--- src/rtl/noise_pkg.sv ---
package noise_pkg;
  localparam int LFSR_W     = 15;
  localparam int SHORT_TAP  = 6;
  localparam int VOL_W      = 4;
  localparam int ENV_PER_W  = 3;
  localparam int DIV_W      = 3;
  localparam int SHIFT_W    = 4;
  localparam int BASE_UNIT  = 16;
  localparam int ZERO_BASE  = 8;
  localparam int STOP_SHIFT = 14;
  localparam int BASE_W     = $clog2(((1 << DIV_W) - 1) * BASE_UNIT + 1);
  localparam int PER_W      = BASE_W + STOP_SHIFT - 1;
  localparam int ENV_CNT_W  = ENV_PER_W + 1;

  typedef struct packed {
    logic             trig;
    logic             lfsrStep;
    logic             envStep;
    logic             envUp;
    logic             shortMode;
    logic [VOL_W-1:0] initVol;
  } noiseStrobe_t;
endpackage

--- src/rtl/noise_ctrl.sv ---
module noise_ctrl
  import noise_pkg::*;
(
  input  logic                 clk,
  input  logic                 rstN,
  input  logic                 trigger,
  input  logic                 envTick,
  input  logic                 tmrWr,
  input  logic [SHIFT_W-1:0]   tmrShift,
  input  logic                 tmrShort,
  input  logic [DIV_W-1:0]     tmrDiv,
  input  logic                 envWr,
  input  logic [VOL_W-1:0]     envStartVol,
  input  logic                 envRise,
  input  logic [ENV_PER_W-1:0] envPeriod,
  output noiseStrobe_t         strobe,
  output logic                 active
);
  logic [SHIFT_W-1:0]   shiftQ, shiftE;
  logic                 shortQ, shortE;
  logic [DIV_W-1:0]     divQ, divE;
  logic [VOL_W-1:0]     volQ, volE;
  logic                 riseQ, riseE;
  logic [ENV_PER_W-1:0] perQ, perE;

  // a write in the trigger cycle is visible to that trigger
  assign shiftE = tmrWr ? tmrShift    : shiftQ;
  assign shortE = tmrWr ? tmrShort    : shortQ;
  assign divE   = tmrWr ? tmrDiv      : divQ;
  assign volE   = envWr ? envStartVol : volQ;
  assign riseE  = envWr ? envRise     : riseQ;
  assign perE   = envWr ? envPeriod   : perQ;

  always_ff @(posedge clk or negedge rstN) begin
    if (!rstN) begin
      shiftQ <= '0; shortQ <= 1'b0; divQ <= '0;
      volQ   <= '0; riseQ  <= 1'b0; perQ <= '0;
    end else begin
      if (tmrWr) begin
        shiftQ <= tmrShift; shortQ <= tmrShort; divQ <= tmrDiv;
      end
      if (envWr) begin
        volQ <= envStartVol; riseQ <= envRise; perQ <= envPeriod;
      end
    end
  end

  // period timer
  logic [BASE_W-1:0] baseVal;
  logic [PER_W-1:0]  periodE, cntQ;
  logic              timerHit;

  assign baseVal  = (divE == '0) ? BASE_W'(ZERO_BASE)
                                 : BASE_W'(divE) * BASE_W'(BASE_UNIT);
  assign periodE  = PER_W'(baseVal) << shiftE;
  assign timerHit = (cntQ <= PER_W'(1));

  always_ff @(posedge clk or negedge rstN) begin
    if (!rstN)                   cntQ <= PER_W'(ZERO_BASE);
    else if (trigger || timerHit) cntQ <= periodE;
    else                         cntQ <= cntQ - PER_W'(1);
  end

  // envelope tick divider
  logic [ENV_CNT_W-1:0] envCntQ, envReload;
  logic                 envHit;

  assign envReload = (perE == '0) ? ENV_CNT_W'(1 << ENV_PER_W) : {1'b0, perE};
  assign envHit    = envTick && (envCntQ <= ENV_CNT_W'(1));

  always_ff @(posedge clk or negedge rstN) begin
    if (!rstN)        envCntQ <= ENV_CNT_W'(1 << ENV_PER_W);
    else if (trigger) envCntQ <= envReload;
    else if (envHit)  envCntQ <= envReload;
    else if (envTick) envCntQ <= envCntQ - ENV_CNT_W'(1);
  end

  // converter power and running flag
  logic dacOnE, dacOnQ, activeQ;
  assign dacOnE = (volE != '0) || riseE;
  assign dacOnQ = (volQ != '0) || riseQ;

  always_ff @(posedge clk or negedge rstN) begin
    if (!rstN) activeQ <= 1'b0;
    else       activeQ <= dacOnE && (trigger || activeQ);
  end
  assign active = activeQ;

  always_comb begin
    strobe           = '0;
    strobe.trig      = trigger;
    strobe.lfsrStep  = timerHit && !trigger && (shiftQ < SHIFT_W'(STOP_SHIFT));
    strobe.envStep   = envHit && !trigger && (perE != '0);
    strobe.envUp     = riseE;
    strobe.shortMode = shortQ;
    strobe.initVol   = volE;
  end

  p_dac_off_r12: assert property (@(posedge clk) disable iff (!rstN)
    !dacOnQ |-> !activeQ);
  p_stop_codes_r7: assert property (@(posedge clk) disable iff (!rstN)
    (shiftQ >= SHIFT_W'(STOP_SHIFT)) |-> !strobe.lfsrStep);
  p_step_reload_r6: assert property (@(posedge clk) disable iff (!rstN)
    strobe.lfsrStep |=> cntQ == $past(periodE));
  p_trig_reload_r5: assert property (@(posedge clk) disable iff (!rstN)
    trigger |=> cntQ == $past(periodE));
endmodule

--- src/rtl/noise_dp.sv ---
module noise_dp
  import noise_pkg::*;
(
  input  logic             clk,
  input  logic             rstN,
  input  noiseStrobe_t     strobe,
  input  logic             active,
  output logic [VOL_W-1:0] level
);
  logic [LFSR_W-1:0] lfsrQ, lfsrNxt;
  logic              fb;

  assign fb = lfsrQ[0] ^ lfsrQ[1];

  for (genvar b = 0; b < LFSR_W; b++) begin : g_bit
    if (b == LFSR_W - 1) begin : g_top
      assign lfsrNxt[b] = fb;
    end else if (b == SHORT_TAP) begin : g_tap
      assign lfsrNxt[b] = strobe.shortMode ? fb : lfsrQ[b+1];
    end else begin : g_mid
      assign lfsrNxt[b] = lfsrQ[b+1];
    end
  end

  always_ff @(posedge clk or negedge rstN) begin
    if (!rstN)                lfsrQ <= '1;
    else if (strobe.trig)     lfsrQ <= '1;
    else if (strobe.lfsrStep) lfsrQ <= lfsrNxt;
  end

  // envelope volume with sticky stop
  logic [VOL_W-1:0] volQ;
  logic             stopQ;
  localparam logic [VOL_W-1:0] VOL_MAX = '1;

  always_ff @(posedge clk or negedge rstN) begin
    if (!rstN) begin
      volQ  <= '0;
      stopQ <= 1'b0;
    end else if (strobe.trig) begin
      volQ  <= strobe.initVol;
      stopQ <= 1'b0;
    end else if (strobe.envStep && !stopQ) begin
      if (strobe.envUp) begin
        if (volQ == VOL_MAX) stopQ <= 1'b1;
        else                 volQ  <= volQ + VOL_W'(1);
      end else begin
        if (volQ == '0)      stopQ <= 1'b1;
        else                 volQ  <= volQ - VOL_W'(1);
      end
    end
  end

  assign level = (active && !lfsrQ[0]) ? volQ : '0;

  p_trig_fill_r5: assert property (@(posedge clk) disable iff (!rstN)
    strobe.trig |=> (&lfsrQ));
  p_frozen_r7: assert property (@(posedge clk) disable iff (!rstN)
    (!strobe.trig && !strobe.lfsrStep) |=> $stable(lfsrQ));
  p_long_fb_r2: assert property (@(posedge clk) disable iff (!rstN)
    strobe.lfsrStep |=> lfsrQ[LFSR_W-1] == ($past(lfsrQ[0]) ^ $past(lfsrQ[1])));
  p_short_tap_r3: assert property (@(posedge clk) disable iff (!rstN)
    (strobe.lfsrStep && strobe.shortMode) |=> lfsrQ[SHORT_TAP] == lfsrQ[LFSR_W-1]);
  p_stop_hold_r9: assert property (@(posedge clk) disable iff (!rstN)
    (stopQ && !strobe.trig) |=> $stable(volQ));
  p_env_idle_r8: assert property (@(posedge clk) disable iff (!rstN)
    (!strobe.trig && !strobe.envStep) |=> $stable(volQ));
  p_silent_r4: assert property (@(posedge clk) disable iff (!rstN)
    (level != '0) |-> active);
endmodule

--- src/rtl/noise_voice.sv ---
module noise_voice
  import noise_pkg::*;
(
  input  logic                 clk,
  input  logic                 rstN,
  input  logic                 trigger,
  input  logic                 envTick,
  input  logic                 tmrWr,
  input  logic [SHIFT_W-1:0]   tmrShift,
  input  logic                 tmrShort,
  input  logic [DIV_W-1:0]     tmrDiv,
  input  logic                 envWr,
  input  logic [VOL_W-1:0]     envStartVol,
  input  logic                 envRise,
  input  logic [ENV_PER_W-1:0] envPeriod,
  output logic [VOL_W-1:0]     level,
  output logic                 active
);
  noiseStrobe_t strobe;

  noise_ctrl u_ctrl (
    .clk(clk), .rstN(rstN), .trigger(trigger), .envTick(envTick),
    .tmrWr(tmrWr), .tmrShift(tmrShift), .tmrShort(tmrShort), .tmrDiv(tmrDiv),
    .envWr(envWr), .envStartVol(envStartVol), .envRise(envRise),
    .envPeriod(envPeriod), .strobe(strobe), .active(active)
  );

  noise_dp u_dp (
    .clk(clk), .rstN(rstN), .strobe(strobe), .active(active), .level(level)
  );
endmodule

--- config.mk ---
export PLATFORM = sky130hd
export DESIGN_NAME = noise_voice
export DESIGN_NICKNAME = d
export VERILOG_FILES = /design/src/rtl/noise_pkg.sv /design/src/rtl/noise_ctrl.sv /design/src/rtl/noise_dp.sv /design/src/rtl/noise_voice.sv
export SDC_FILE = /design/constraint.sdc
export NUM_CORES = 1
export LEC_CHECK = 0
export ABC_AREA = 1
export BUFFER_PORTS_ARGS = -buffer_cell sky130_fd_sc_hd__buf_2
export CORE_MARGIN = 3
export CORE_UTILIZATION = 45
export CTS_BUF_LIST = sky130_fd_sc_hd__clkbuf_4 sky130_fd_sc_hd__clkbuf_8 sky130_fd_sc_hd__clkbuf_16
export DETAILED_ROUTE_END_ITERATION = 8
export PLACE_DENSITY = 0.61
export SLEW_MARGIN = 0
export SYNTH_ARGS = -nofsm -noshare
export SYNTH_HDL_FRONTEND = slang
export SYNTH_SLANG_ARGS = --single-unit
--- constraint.sdc ---
create_clock -name clk -period 2.6 [get_ports clk]
set_clock_uncertainty 0.2 [all_clocks]
set_input_delay 0.26 -clock clk [delete_from_list [all_inputs] [get_ports clk]]
set_output_delay 0.26 -clock clk [all_outputs]
set_load 0.02 [all_outputs]
==> impl_metrics.csv <==
group,metric,value,unit
floorplan,initial_utilization,48.1,%
yosys,synth_area_leaders,"dfrtp_1, nand2_1, dfstp_2",
power,pwr-share-comb,36.3,%
yosys,synth_nets,521,
sta,layout_setup_ws,0.384,ns
critical_path,critPathKind,"reg -> reg",
cts,cts_htree_levels,3,
place,hpwlAfterDp,5.47,mm
floorplan,row_count,31,
sta,slew_headroom,54.9,%
power,leakagePower,2.05,nW
outcome,status,"finished, final reports clean",
global_routing,grt_pass1_wl,13.7,mm
power,sequentialPowerShare,39.7,%
cts,numClockSinks,61,
yosys,synth_area,3600,um2
routing,wirelength,7.65,mm
final_layout,area_delta_synth_final,11.9,%
yosys,synth_top_area_share,30.6,%
sta,slew_violations,0,
floorplan,die_area,9110,um2
yosys,synth_top_cell_by_area,"dfrtp_1",
sta,setup_violations,0,
yosys,synth_flop_cell,"dfrtp_1",
power,vdd.ir_drop.worst,0.000330,V
sta,fin_setup_tns,0,ns
routing,vias,3103,
routing,viasPerCell,4.94,
yosys,synth.top_cells.by_count,"nand2_1, nor2_1, inv_1, dfrtp_1, nand3_1",
critical_path,path_cells,"inv_1 > ha_1 > nand2_1 > a21oi_2 > nand2_2 > nand2_4 > nand2_2 > o21ai_0",
critical_path,cp.arrival,2.26,ns
routing,wire_per_inst,12.2,um
critical_path,worst_ep_required_time,2.65,ns
power,p_clk_share,24.0,%
routing,first_pass_iters,4,
floorplan,fp.dieW,95.4,um
power,p_int,2.12,mW
sta,worst_slew_pin_slew,0.669,ns
critical_path,critPathMaxStageDelay,0.40,ns
yosys,syn_inst,492,
place,dp_worst_setup_slack,0.378,ns
power,power_density,872,nW/um2
cts,clk_path_buf_depth,2,
floorplan,fp.dieH,95.4,um
global_routing,grtUsageTotal,19.2,%
critical_path,critPathMaxFanout,29,
floorplan,core_area,7490,um2
cts,root_buffer,"clkbuf_8",
global_routing,gr-total-overflow,0,
yosys,syn_area_per_cell,7.32,um2
yosys,yosysMostFrequentCell,"nand2_1",
floorplan,io_pins,27,
yosys,synth_edf_count,0,
sta,fin_crit,2.22,ns
cts,clkTransAtPathRegs,0.07,ns
routing,drcViolationCount,0,
min_path,hold_class,"in -> reg",
sta,min_period_over_period,85.2,%
critical_path,path_delay_family,"simple AND/OR/NAND/NOR gates",
critical_path,path_buf_inv,1,
yosys,yosys_warnings,0,
power,p_sw,1.39,mW
job,max_cap_viol_count,0,
global_routing,grt_pass1_vias,3031,
sta,rsz0062_at_grt,"false",
critical_path,slowest_stage,"dfrtp_1",
routing,ant_nets,0,
yosys,ys_types,35,
sta,hold_violations,0,
critical_path,cp_common_cell,"nand2_2",
critical_path,cp-start-kind,"flip-flop",
power,switching_share,39.6,%
yosys,ys_ff_latch,61,
place,numPortBuffers,26,
yosys,async_flop_share,100,%
global_routing,grt_max_degree,62,
cts,cts_setup_buffers,0,
sta,fmax,451,MHz
cts,cts_made_buffers,9,
yosys,ys_seq_area_share,43.0,%
final_layout,diodes,0,
critical_path,cp-end-kind,"flip-flop",
final_layout,nNetsFinal,553,
global_routing,antenna_found_initial,0,
cts,cts_tree,"done",
final_layout,layout-drive-gt1-share,15.9,%
cts,insertion_delay,0.34,ns
routing,drt_iter0_drc,174,
place,gp_congestion,0.868,
[final timing paths]
path                       slack, ns  cells past startpoint      startpoint        endpoint
min in group asynchronous       0.26                      3            rstN  u_ctrl.cntQ[8]
min reg2reg                     0.27                      1  u_ctrl.cntQ[0]  u_ctrl.cntQ[0]
min                             0.04                      3       tmrDiv[2]  u_ctrl.divQ[2]
max in group asynchronous       1.61                      3            rstN  u_dp.lfsrQ[11]
max                             0.38                      8  u_ctrl.cntQ[0]   u_dp.lfsrQ[7]
max reg2reg                     0.38                      8  u_ctrl.cntQ[0]   u_dp.lfsrQ[7]
[layout make-up]
cell class                 instances  area (um2)
clock inverter                     7        76.3
fill                             725        3460
clock buffer                       9         124
multi-input combinational        364        1740
inverter                          55         206
tap                               99         124
sequential                        61        1550
timing repair buffer              33         205
[sequential cells by signal (all words and copies together) (netlist names), 3 cells and up]
signal and flops:
u_ctrl.volQ 4, u_ctrl.perQ 3, u_ctrl.shiftQ 4, u_ctrl.envCntQ 4, u_dp.lfsrQ 15, u_dp.volQ 4, u_ctrl.divQ 3, u_ctrl.cntQ 20
[tightest hold or removal path, delay by kind of cell]
family / cells / cell delay (ns)
and+or+nand+nor: 2 / 0.17
buffers and inverters: 1 / 0.08
[routing by layer]
layer	up-vias	wire, um	GRT usage (%)
met5	-	0	0
met4	0	68	7.70
met3	7	298	3.16
met2	46	3540	29.0
met1	1434	3750	27.4
li1	1616	-	-
[cell usage in the layout, fill, tap and decap left out]
cell type	Yosys	routed
nand3b_1	1	1
nand3_1	31	31
dlygate4sd3_1	0	4
o21a_1	1	1
dfrtp_1	44	44
o21ai_1	6	6
ha_1	6	6
buf_12	1	1
clkinv_4	0	3
a31oi_1	2	2
nor2_1	61	61
nor3_1	9	9
fa_1	1	1
nand2_1	158	158
a21oi_2	1	1
buf_4	1	2
o211ai_1	4	4
o21ai_2	7	7
inv_2	2	2
xor2_1	11	11
clkinv_1	1	1
o21ai_0	30	30
nand4_1	7	7
nand2_2	6	6
nor2_2	4	4
nand2_4	1	1
clkbuf_8	1	9
clkinv_2	0	1
or2_2	1	1
buf_2	4	26
a21oi_1	11	11
inv_1	52	52
clkinvlp_4	0	2
dfstp_2	17	17
bufinv_16	0	1
xnor2_1	5	5
[what timing repair did]
item	4_1_cts	5_1_grt
gates resized for setup	0	0
endpoints found under the setup margin	0	0
hold buffers	4	0
endpoints found under the hold margin	47	0
[cell families (layout without fill, tap and decap cells)]
| group | count (synthesis) | in the layout | share of synthesized area [%] |
|---|---|---|---|
| simple gates | 279 | 279 | 32.0 |
| compound gates | 62 | 62 | 9.87 |
| flops | 61 | 61 | 43.0 |
| xor+xnor | 16 | 16 | 3.89 |
| fa+ha+maj | 7 | 7 | 2.64 |
| buf+inv | 67 | 104 | 8.55 |
[power by group through the flow]
stage          combinational [mW]  clock (mW)  sequential, mW
2_1_floorplan                1.02           0            1.36
3_3_place_gp                 1.25           0            1.40
3_5_place_dp                 1.27           0            1.41
4_1_cts                      1.28       0.870            1.39
5_1_grt                      1.49       0.917            1.43
6_report                     1.28       0.842            1.39
[metrics by stage]
stage          cell area, um2  total power, mW  util (%)  hold WS, ns  std cells
6_report                 4030             3.51      53.8       0.0370        628
5_1_grt                  4030             3.84      53.8       0.0404        628
4_1_cts                  4030             3.55      53.8       0.0229        628
3_5_place_dp             3790             2.68      50.6       0.0997        608
3_3_place_gp             3790             2.65      50.6       0.0992        608
2_1_floorplan            3600             2.38         -       -0.236        492
(Power assumes the default switching activity.)
